<file path="src/rtl/fcu_pkg.sv">
package fcu_pkg;

   typedef enum logic [1:0] {
      OP_TRAP = 2'd0,
      OP_JSR  = 2'd1,
      OP_JSRR = 2'd2,
      OP_RET  = 2'd3
   } fcu_op_e;

   typedef enum logic [1:0] {
      VS_IDLE = 2'd0,
      VS_REQ  = 2'd1,
      VS_WAIT = 2'd2
   } vs_state_e;

endpackage

</file>
<file path="src/rtl/fcu_target.sv">
// Single-cycle target selection for the relative call, the register call
// and the return. Pure combinational logic; the caller registers the result.
module fcu_target
   import fcu_pkg::*;
#(
   parameter int DW       = 16,
   parameter int NREG     = 8,
   parameter int OFS_W    = 11,
   parameter int LINK_IDX = 7,
   localparam int SEL_W   = $clog2(NREG)
) (
   input  logic [1:0]         op,
   input  logic [OFS_W-1:0]   field,
   input  logic [SEL_W-1:0]   sel,
   input  logic [DW-1:0]      pc_inc,
   input  logic [NREG*DW-1:0] rf_flat,
   output logic [DW-1:0]      target,
   output logic               link_en,
   output logic               is_fast
);

   logic [DW-1:0] regs [NREG];
   logic [DW-1:0] ofs_ext;

   for (genvar g = 0; g < NREG; g++) begin : g_unpack
      assign regs[g] = rf_flat[g*DW +: DW];
   end

   if (OFS_W < DW) begin : g_sext
      assign ofs_ext = {{(DW-OFS_W){field[OFS_W-1]}}, field};
   end else begin : g_full
      assign ofs_ext = field[DW-1:0];
   end

   always_comb begin
      target  = pc_inc;
      link_en = 1'b0;
      is_fast = 1'b1;
      unique case (fcu_op_e'(op))
         OP_JSR: begin
            target  = pc_inc + ofs_ext;
            link_en = 1'b1;
         end
         OP_JSRR: begin
            target  = regs[sel];
            link_en = 1'b1;
         end
         OP_RET: begin
            target  = regs[LINK_IDX];
         end
         default: begin
            is_fast = 1'b0;
         end
      endcase
   end

endmodule

</file>
<file path="src/rtl/fcu_vec_seq.sv">
// Trap sequencer: idle, one request cycle, wait for valid data, commit.
module fcu_vec_seq
   import fcu_pkg::*;
#(
   parameter int DW    = 16,
   parameter int VEC_W = 8
) (
   input  logic             clk,
   input  logic             rst_n,
   input  logic             start,
   input  logic [VEC_W-1:0] vec,
   input  logic [DW-1:0]    link_in,
   input  logic             mem_valid,
   input  logic [DW-1:0]    mem_rdata,
   output logic             mem_req,
   output logic [DW-1:0]    mem_addr,
   output logic             busy,
   output logic             commit,
   output logic [DW-1:0]    commit_pc,
   output logic [DW-1:0]    commit_link
);

   vs_state_e        state_q, state_d;
   logic [VEC_W-1:0] vec_q;
   logic [DW-1:0]    link_q;

   always_comb begin
      state_d = state_q;
      unique case (state_q)
         VS_IDLE: if (start) state_d = VS_REQ;
         VS_REQ:  state_d = VS_WAIT;
         VS_WAIT: if (mem_valid) state_d = VS_IDLE;
         default: state_d = VS_IDLE;
      endcase
   end

   always_ff @(posedge clk or negedge rst_n) begin
      if (!rst_n) begin
         state_q <= VS_IDLE;
         vec_q   <= '0;
         link_q  <= '0;
      end else begin
         state_q <= state_d;
         if (start && state_q == VS_IDLE) begin
            vec_q  <= vec;
            link_q <= link_in;
         end
      end
   end

   assign mem_req     = (state_q == VS_REQ);
   assign mem_addr    = {{(DW-VEC_W){1'b0}}, vec_q};
   assign busy        = (state_q != VS_IDLE);
   assign commit      = (state_q == VS_WAIT) && mem_valid;
   assign commit_pc   = mem_rdata;
   assign commit_link = link_q;

endmodule

</file>
<file path="src/rtl/fcu_commit.sv">
// Output register stage: program counter, link write and completion strobe.
module fcu_commit #(
   parameter int          DW       = 16,
   parameter logic [15:0] RESET_PC = 16'h3000
) (
   input  logic          clk,
   input  logic          rst_n,
   input  logic          fast_go,
   input  logic [DW-1:0] fast_pc,
   input  logic          fast_link_en,
   input  logic [DW-1:0] fast_link,
   input  logic          slow_go,
   input  logic [DW-1:0] slow_pc,
   input  logic [DW-1:0] slow_link,
   output logic [DW-1:0] pc_out,
   output logic          link_we,
   output logic [DW-1:0] link_data,
   output logic          done
);

   always_ff @(posedge clk or negedge rst_n) begin
      if (!rst_n) begin
         pc_out    <= DW'(RESET_PC);
         link_we   <= 1'b0;
         link_data <= '0;
         done      <= 1'b0;
      end else begin
         done    <= slow_go | fast_go;
         link_we <= slow_go | (fast_go & fast_link_en);
         if (slow_go) begin
            pc_out    <= slow_pc;
            link_data <= slow_link;
         end else if (fast_go) begin
            pc_out <= fast_pc;
            if (fast_link_en) link_data <= fast_link;
         end
      end
   end

endmodule

</file>
<file path="src/rtl/flow_call_unit.sv">
module flow_call_unit
   import fcu_pkg::*;
#(
   parameter int          DW       = 16,
   parameter int          NREG     = 8,
   parameter int          OFS_W    = 11,
   parameter int          VEC_W    = 8,
   parameter int          LINK_IDX = 7,
   parameter logic [15:0] RESET_PC = 16'h3000,
   localparam int         SEL_W    = $clog2(NREG)
) (
   input  logic               clk,
   input  logic               rst_n,
   input  logic               instr_valid,
   input  logic [1:0]         instr_op,
   input  logic [OFS_W-1:0]   instr_field,
   input  logic [SEL_W-1:0]   instr_rsel,
   input  logic [DW-1:0]      pc_inc,
   input  logic [NREG*DW-1:0] rf_flat,
   output logic               mem_req,
   output logic [DW-1:0]      mem_addr,
   input  logic               mem_valid,
   input  logic [DW-1:0]      mem_rdata,
   output logic [DW-1:0]      pc_out,
   output logic               link_we,
   output logic [DW-1:0]      link_data,
   output logic               done,
   output logic               busy
);

   if (VEC_W > OFS_W)        begin : g_chk_vec  $error("trap number wider than field"); end
   if (OFS_W > DW)           begin : g_chk_ofs  $error("offset wider than datapath"); end
   if ((1 << SEL_W) != NREG) begin : g_chk_nreg $error("register count not a power of two"); end
   if (LINK_IDX >= NREG)     begin : g_chk_link $error("link index out of range"); end

   logic          accept;
   logic [DW-1:0] fast_target;
   logic          fast_link_en;
   logic          is_fast;
   logic          trap_start;
   logic          slow_go;
   logic [DW-1:0] slow_pc;
   logic [DW-1:0] slow_link;

   assign accept     = instr_valid && !busy;
   assign trap_start = accept && !is_fast;

   fcu_target #(
      .DW(DW), .NREG(NREG), .OFS_W(OFS_W), .LINK_IDX(LINK_IDX)
   ) u_target (
      .op      (instr_op),
      .field   (instr_field),
      .sel     (instr_rsel),
      .pc_inc  (pc_inc),
      .rf_flat (rf_flat),
      .target  (fast_target),
      .link_en (fast_link_en),
      .is_fast (is_fast)
   );

   fcu_vec_seq #(
      .DW(DW), .VEC_W(VEC_W)
   ) u_vec (
      .clk         (clk),
      .rst_n       (rst_n),
      .start       (trap_start),
      .vec         (instr_field[VEC_W-1:0]),
      .link_in     (pc_inc),
      .mem_valid   (mem_valid),
      .mem_rdata   (mem_rdata),
      .mem_req     (mem_req),
      .mem_addr    (mem_addr),
      .busy        (busy),
      .commit      (slow_go),
      .commit_pc   (slow_pc),
      .commit_link (slow_link)
   );

   fcu_commit #(
      .DW(DW), .RESET_PC(RESET_PC)
   ) u_commit (
      .clk          (clk),
      .rst_n        (rst_n),
      .fast_go      (accept && is_fast),
      .fast_pc      (fast_target),
      .fast_link_en (fast_link_en),
      .fast_link    (pc_inc),
      .slow_go      (slow_go),
      .slow_pc      (slow_pc),
      .slow_link    (slow_link),
      .pc_out       (pc_out),
      .link_we      (link_we),
      .link_data    (link_data),
      .done         (done)
   );

endmodule

</file>
<file path="config.mk">
export PLATFORM = sky130hd
export DESIGN_NAME = flow_call_unit
export DESIGN_NICKNAME = d
export VERILOG_FILES = /design/src/rtl/fcu_pkg.sv /design/src/rtl/fcu_target.sv /design/src/rtl/fcu_vec_seq.sv /design/src/rtl/fcu_commit.sv /design/src/rtl/flow_call_unit.sv
export SDC_FILE = /design/constraint.sdc
export NUM_CORES = 1
export LEC_CHECK = 0
export BUFFER_PORTS_ARGS = -buffer_cell sky130_fd_sc_hd__buf_2
export CAP_MARGIN = 25
export CORE_UTILIZATION = 45
export CTS_BUF_LIST = sky130_fd_sc_hd__clkbuf_8
export DETAILED_ROUTE_END_ITERATION = 8
export PLACE_DENSITY = 0.77
export SLEW_MARGIN = 20
export SYNTH_ARGS = -nofsm -noshare
export SYNTH_HDL_FRONTEND = slang
export SYNTH_HIERARCHICAL = 1
export SYNTH_SLANG_ARGS = --single-unit
</file>
<file path="constraint.sdc">
create_clock -name clk -period 2.2 [get_ports clk]
set_input_delay 0.22 -clock clk [delete_from_list [all_inputs] [get_ports clk]]
set_output_delay 0.22 -clock clk [all_outputs]
set_load 0.005 [all_outputs]
</file>
==> out/qor_table.md <==
| Quantity | This run |
|:---|:---|
| Run status | completed |
| Post-detail-place hpwl | 13.90 mm |
| Area of the core region | 0.01142 sq mm |
| Wire length on met1 | 7.478 mm |
| Vias in the first global route | 5017 |
| Period minus WS final | 2.099 ns |
| Combinational family with the most area after synthesis | multiplexers |
| Share of the synthesized area in the top cell type | 0.2754 |
| Total of hold buffers inserted after clock tree synthesis | 0 |
| Flip-flop and latch count after synthesis | 60 |
| Worst Hold Class | input pin to asynchronous set/reset pin |
| Worst IR drop on VDD | 0.0005841 V |
| Synthesized-area fraction occupied by ao, oa, aoi and oai cells | 0.1565 |
| Post-synthesis share of cell area spent on full adders, half adders and majority gates | 0.05128 |
| Slew at the pin closest to its max-slew limit | 0.7963 ns |
| Seq/Total Area, Yosys | 0.2854 |
| Gr usage total | 0.2963 |
| Clock H-tree levels | 3 |
| Post-layout worst setup margin | 0.1006 ns |
| Endpoints failing setup | 0 |
| Top area cells in the synthesized netlist | dfrtp_1 28%, mux4_1 14%, mux2_2 8.5% |
| Share of power burned in registers | 0.354 |
| Standard-cell rows | 39 |
| Net Sw Power | 1472 uW |
| Crit path max fanout | 4 |
| Clock network latency to the later pin of the worst-skew pair | 0.34 ns |
| Die Height | 110.2 um |
| Post-route antenna net violation count | 0 |
| Category of the worst setup path capture point | flop |
| Number of enable flip-flop cells after synthesis | 0 |
| Uppermost signal routing layer after detailed routing | met4 |
| Longest Clk Path Bufs | 2 |
| Final core utilization | 0.6159 |
| Worst slew slack as a fraction of its limit | 0.4691 |
| Comb power frac | 0.379 |
| Synth area leader | dfrtp_1 |
| Classification of the worst setup path | input pin to flop |
| Setup slack at placement | -0.3764 ns |
| Number of standard cells in the final layout excluding fillers | 873 |
| Total power divided by cell area | 669.9 mW/mm^2 |
| Count of pins over their slew limit | 0 |
| Highest-count cells in the layout ignoring fill and taps | 223 x buf_2, 63 x buf_4, 58 x dfrtp_1, 43 x nand2_1, 40 x mux2_2 |
| Starting utilization of the core area | 0.4615 |
| Fraction of power spent switching nets | 0.3124 |
| Required time of the worst setup path | 2.41 ns |
| Initial antenna violation count | 0 |
| Synth Instances | 478 |
| Leak | 0.003427 uW |
| Floorplan die width | 110.2 um |
| Worst Setup EP | u_commit/pc_out[15]$_DFFE_PN0P_ |
| Post-route design area | 0.007033 sq mm |
| WP data arrival | 2.31 ns |
| Net count reported at finish | 926 |
| Terminus of the critical flop-to-flop path | u_vec/commit_link[8]$_DFFE_PN0P_ |
| Met3 WL post-DR | 1.132 mm |
| Layout cells sized above 1 | 0.5205 |
| Number of sinks on the clock net | 60 |
| Maximum number of pins on one net before global-route repair | 83 |
| Int Pwr | 3239 uW |
| Async SR Flop Fraction | 1.000 |
| Warning count from the yosys run | 6 |
| Clock transition time at the flip-flop clock pins of the worst setup and hold paths | 0.07 ns |
| Summed negative setup slack over all endpoints | 0 ns |
| TritonCTS clock tree | built |
| Placed cell count | 857 |
| Routed length per placed instance | 20.28 um |
| Netlist area before placement | 0.005270 sq mm |
| Final routed wirelength across all metal layers | 17.70 mm |
| Multiplexer fraction of the synthesized cell area | 0.2773 |
| Die Area | 0.01215 sq mm |
| Drt initial violations | 364 |
| Via/cell ratio | 5.655 |
| Pre-Repair DR Iteration Count | 7 |
| Antenna diode count | 0 |
| Origin of the worst setup path | pc_inc[2] |
| Simple-Gate Fraction of Synth Area | 0.1078 |
| Post-Place Cell Area | 0.006704 sq mm |
| Library cells used by synthesis | 63 |
| Commonest non-fill, non-tap cell in the layout | buf_2 |
| Power share of the clock group | 0.267 |
| Predominant post-synthesis flop cell | dfrtp_1 |
| Achievable Freq | 476.3 MHz |
| Cts bufs inserted | 9 |
| Number of I/O pins | 232 |
| Vias post-DR | 4937 |
| Global-route wire length before repair | 26.70 mm |
| Final Hold Fails | 0 |
| Placer congestion estimate | 0.9490 |
| Avg Synthesized Cell Area | 11.03 sq um |
| Number of post-CTS setup repair buffers | 0 |
| R2R cell count | 5 |
| Detailed route wirelength on metal2 | 8.721 mm |
| Setup slack of the most critical reg-to-reg path | 0.28 ns |
| Port buffer count | 223 |
| R2r startpoint | u_vec/state_q[0]$_DFFE_PN0P_ |
| Fraction of the cycle the final worst path needs | 0.9543 |
| Count of unresolved DRC violations after routing | 0 |
| Startpoint class of the critical path | input pin |
| Maxcap violations | 0 |
| Overflow left after global routing | 0 |
| Worst Clk Skew | 0.007623 ns |
| Post-Synth XOR/XNOR Area | 0.01662 |
| Root Buffer | clkbuf_8 |
| Layout overhead on the synthesized area | 33.45% |
worst min-delay path by stage:
stage / slack, ns / depth (start not counted) / end / start
2_1_floorplan: -0.08 / 0 / u_commit/done$_DFF_PN0_ / rst_n
3_3_place_gp: 0.42 / 2 / u_commit/link_data[9]$_DFFE_PN0P_ / rst_n
3_5_place_dp: 0.44 / 2 / u_vec/commit_link[9]$_DFFE_PN0P_ / rst_n
4_1_cts: 0.06 / 2 / u_commit/pc_out[8]$_DFFE_PN0P_ / rst_n
5_1_grt: 0.09 / 3 / u_commit/pc_out[0]$_DFFE_PN0P_ / mem_rdata[0]
6_report: 0.03 / 2 / u_vec/commit_link[9]$_DFFE_PN0P_ / rst_n
routing by layer:
layer,global-route usage,vias to the layer above
met2,0.4973,212
met5,0,-
met4,0.08929,0
li1,-,2300
met1,0.3926,2398
met3,0.04879,27
power groups by stage:
stage | registers [uW] | logic, uW | clock network, uW
floorplan | 1670 | 969 | 0
global placement | 1670 | 1690 | 0
detailed placement | 1680 | 1750 | 0
CTS | 1670 | 1760 | 1280
global route | 1710 | 1950 | 1330
finish | 1670 | 1790 | 1260
worst max-delay path, cell delays in order:
cell and delay [ns]:
buf_2 0.12, ha_1 0.35, o211ai_1 0.26, o211ai_1 0.13
and4bb_2 0.28, o2111a_1 0.24, o311ai_0 0.32, nand3b_1 0.14
mux2i_1 0.15, o21ai_0 0.09
kinds of logic (layout without fill, tap and decap cells):
family	count (synthesis)	in the layout
AND/OR/NAND/NOR	103	103
buffers and inverters	89	334
multiplexers	90	90
AO/OA/AOI/OAI	104	104
adder cells (fa/ha/maj)	21	21
flip-flops	60	60
other	1	8
XOR/XNOR	10	10
cell type report:
type / instances / area, sq um
multi-input cells: 336 / 3318
clock buffers: 11 / 151.4
clock inverters: 5 / 98.84
flip-flops and latches: 60 / 1504
fillers: 969 / 4385
repair buffers: 291 / 1680
inverters: 27 / 101.3
well taps: 143 / 178.9
Yosys cell counts (all sizes together), types with 2 or more instances:
master,count
a211oi,3
a21o,7
a21oi,17
a221o,3
a222oi,10
a22o,2
a31oi,4
and3,2
and3b,2
buf,40
clkbuf,22
dfrtp,58
dfstp,2
ha,20
inv,27
mux2,41
mux2i,17
mux4,32
nand2,43
nand3b,2
nand4b,16
nor2,17
nor2b,2
nor3,4
nor3b,3
o2111ai,2
o211ai,3
o21ai,26
o22ai,2
o311ai,17
or2,4
or3,3
xnor2,7
xor2,3
per-stage QoR:
| stage | total power, uW | hold slack, ns |
|---|---|---|
| after floorplan | 2638 | -0.07559 |
| after global placement | 3361 | 0.4227 |
| after detailed placement | 3430 | 0.4355 |
| after CTS | 4707 | 0.06238 |
| after global routing | 4991 | 0.08632 |
| final | 4711 | 0.03343 |
state kept, by name (all words and copies together) (netlist names):
register	count
u_vec/state_q	2
u_commit/link_data	16
u_commit/done	1
u_vec/commit_link	16
u_vec/vec_q	8
u_commit/link_we	1
u_commit/pc_out	16
timing repair:
item                                    4_1_cts  5_1_grt
resized for setup                             1       15
endpoints found under the setup margin        1        9
pin swaps                                     1        3
cloned                                        0        0
No activity file was read; power rests on OpenSTA's default activity.
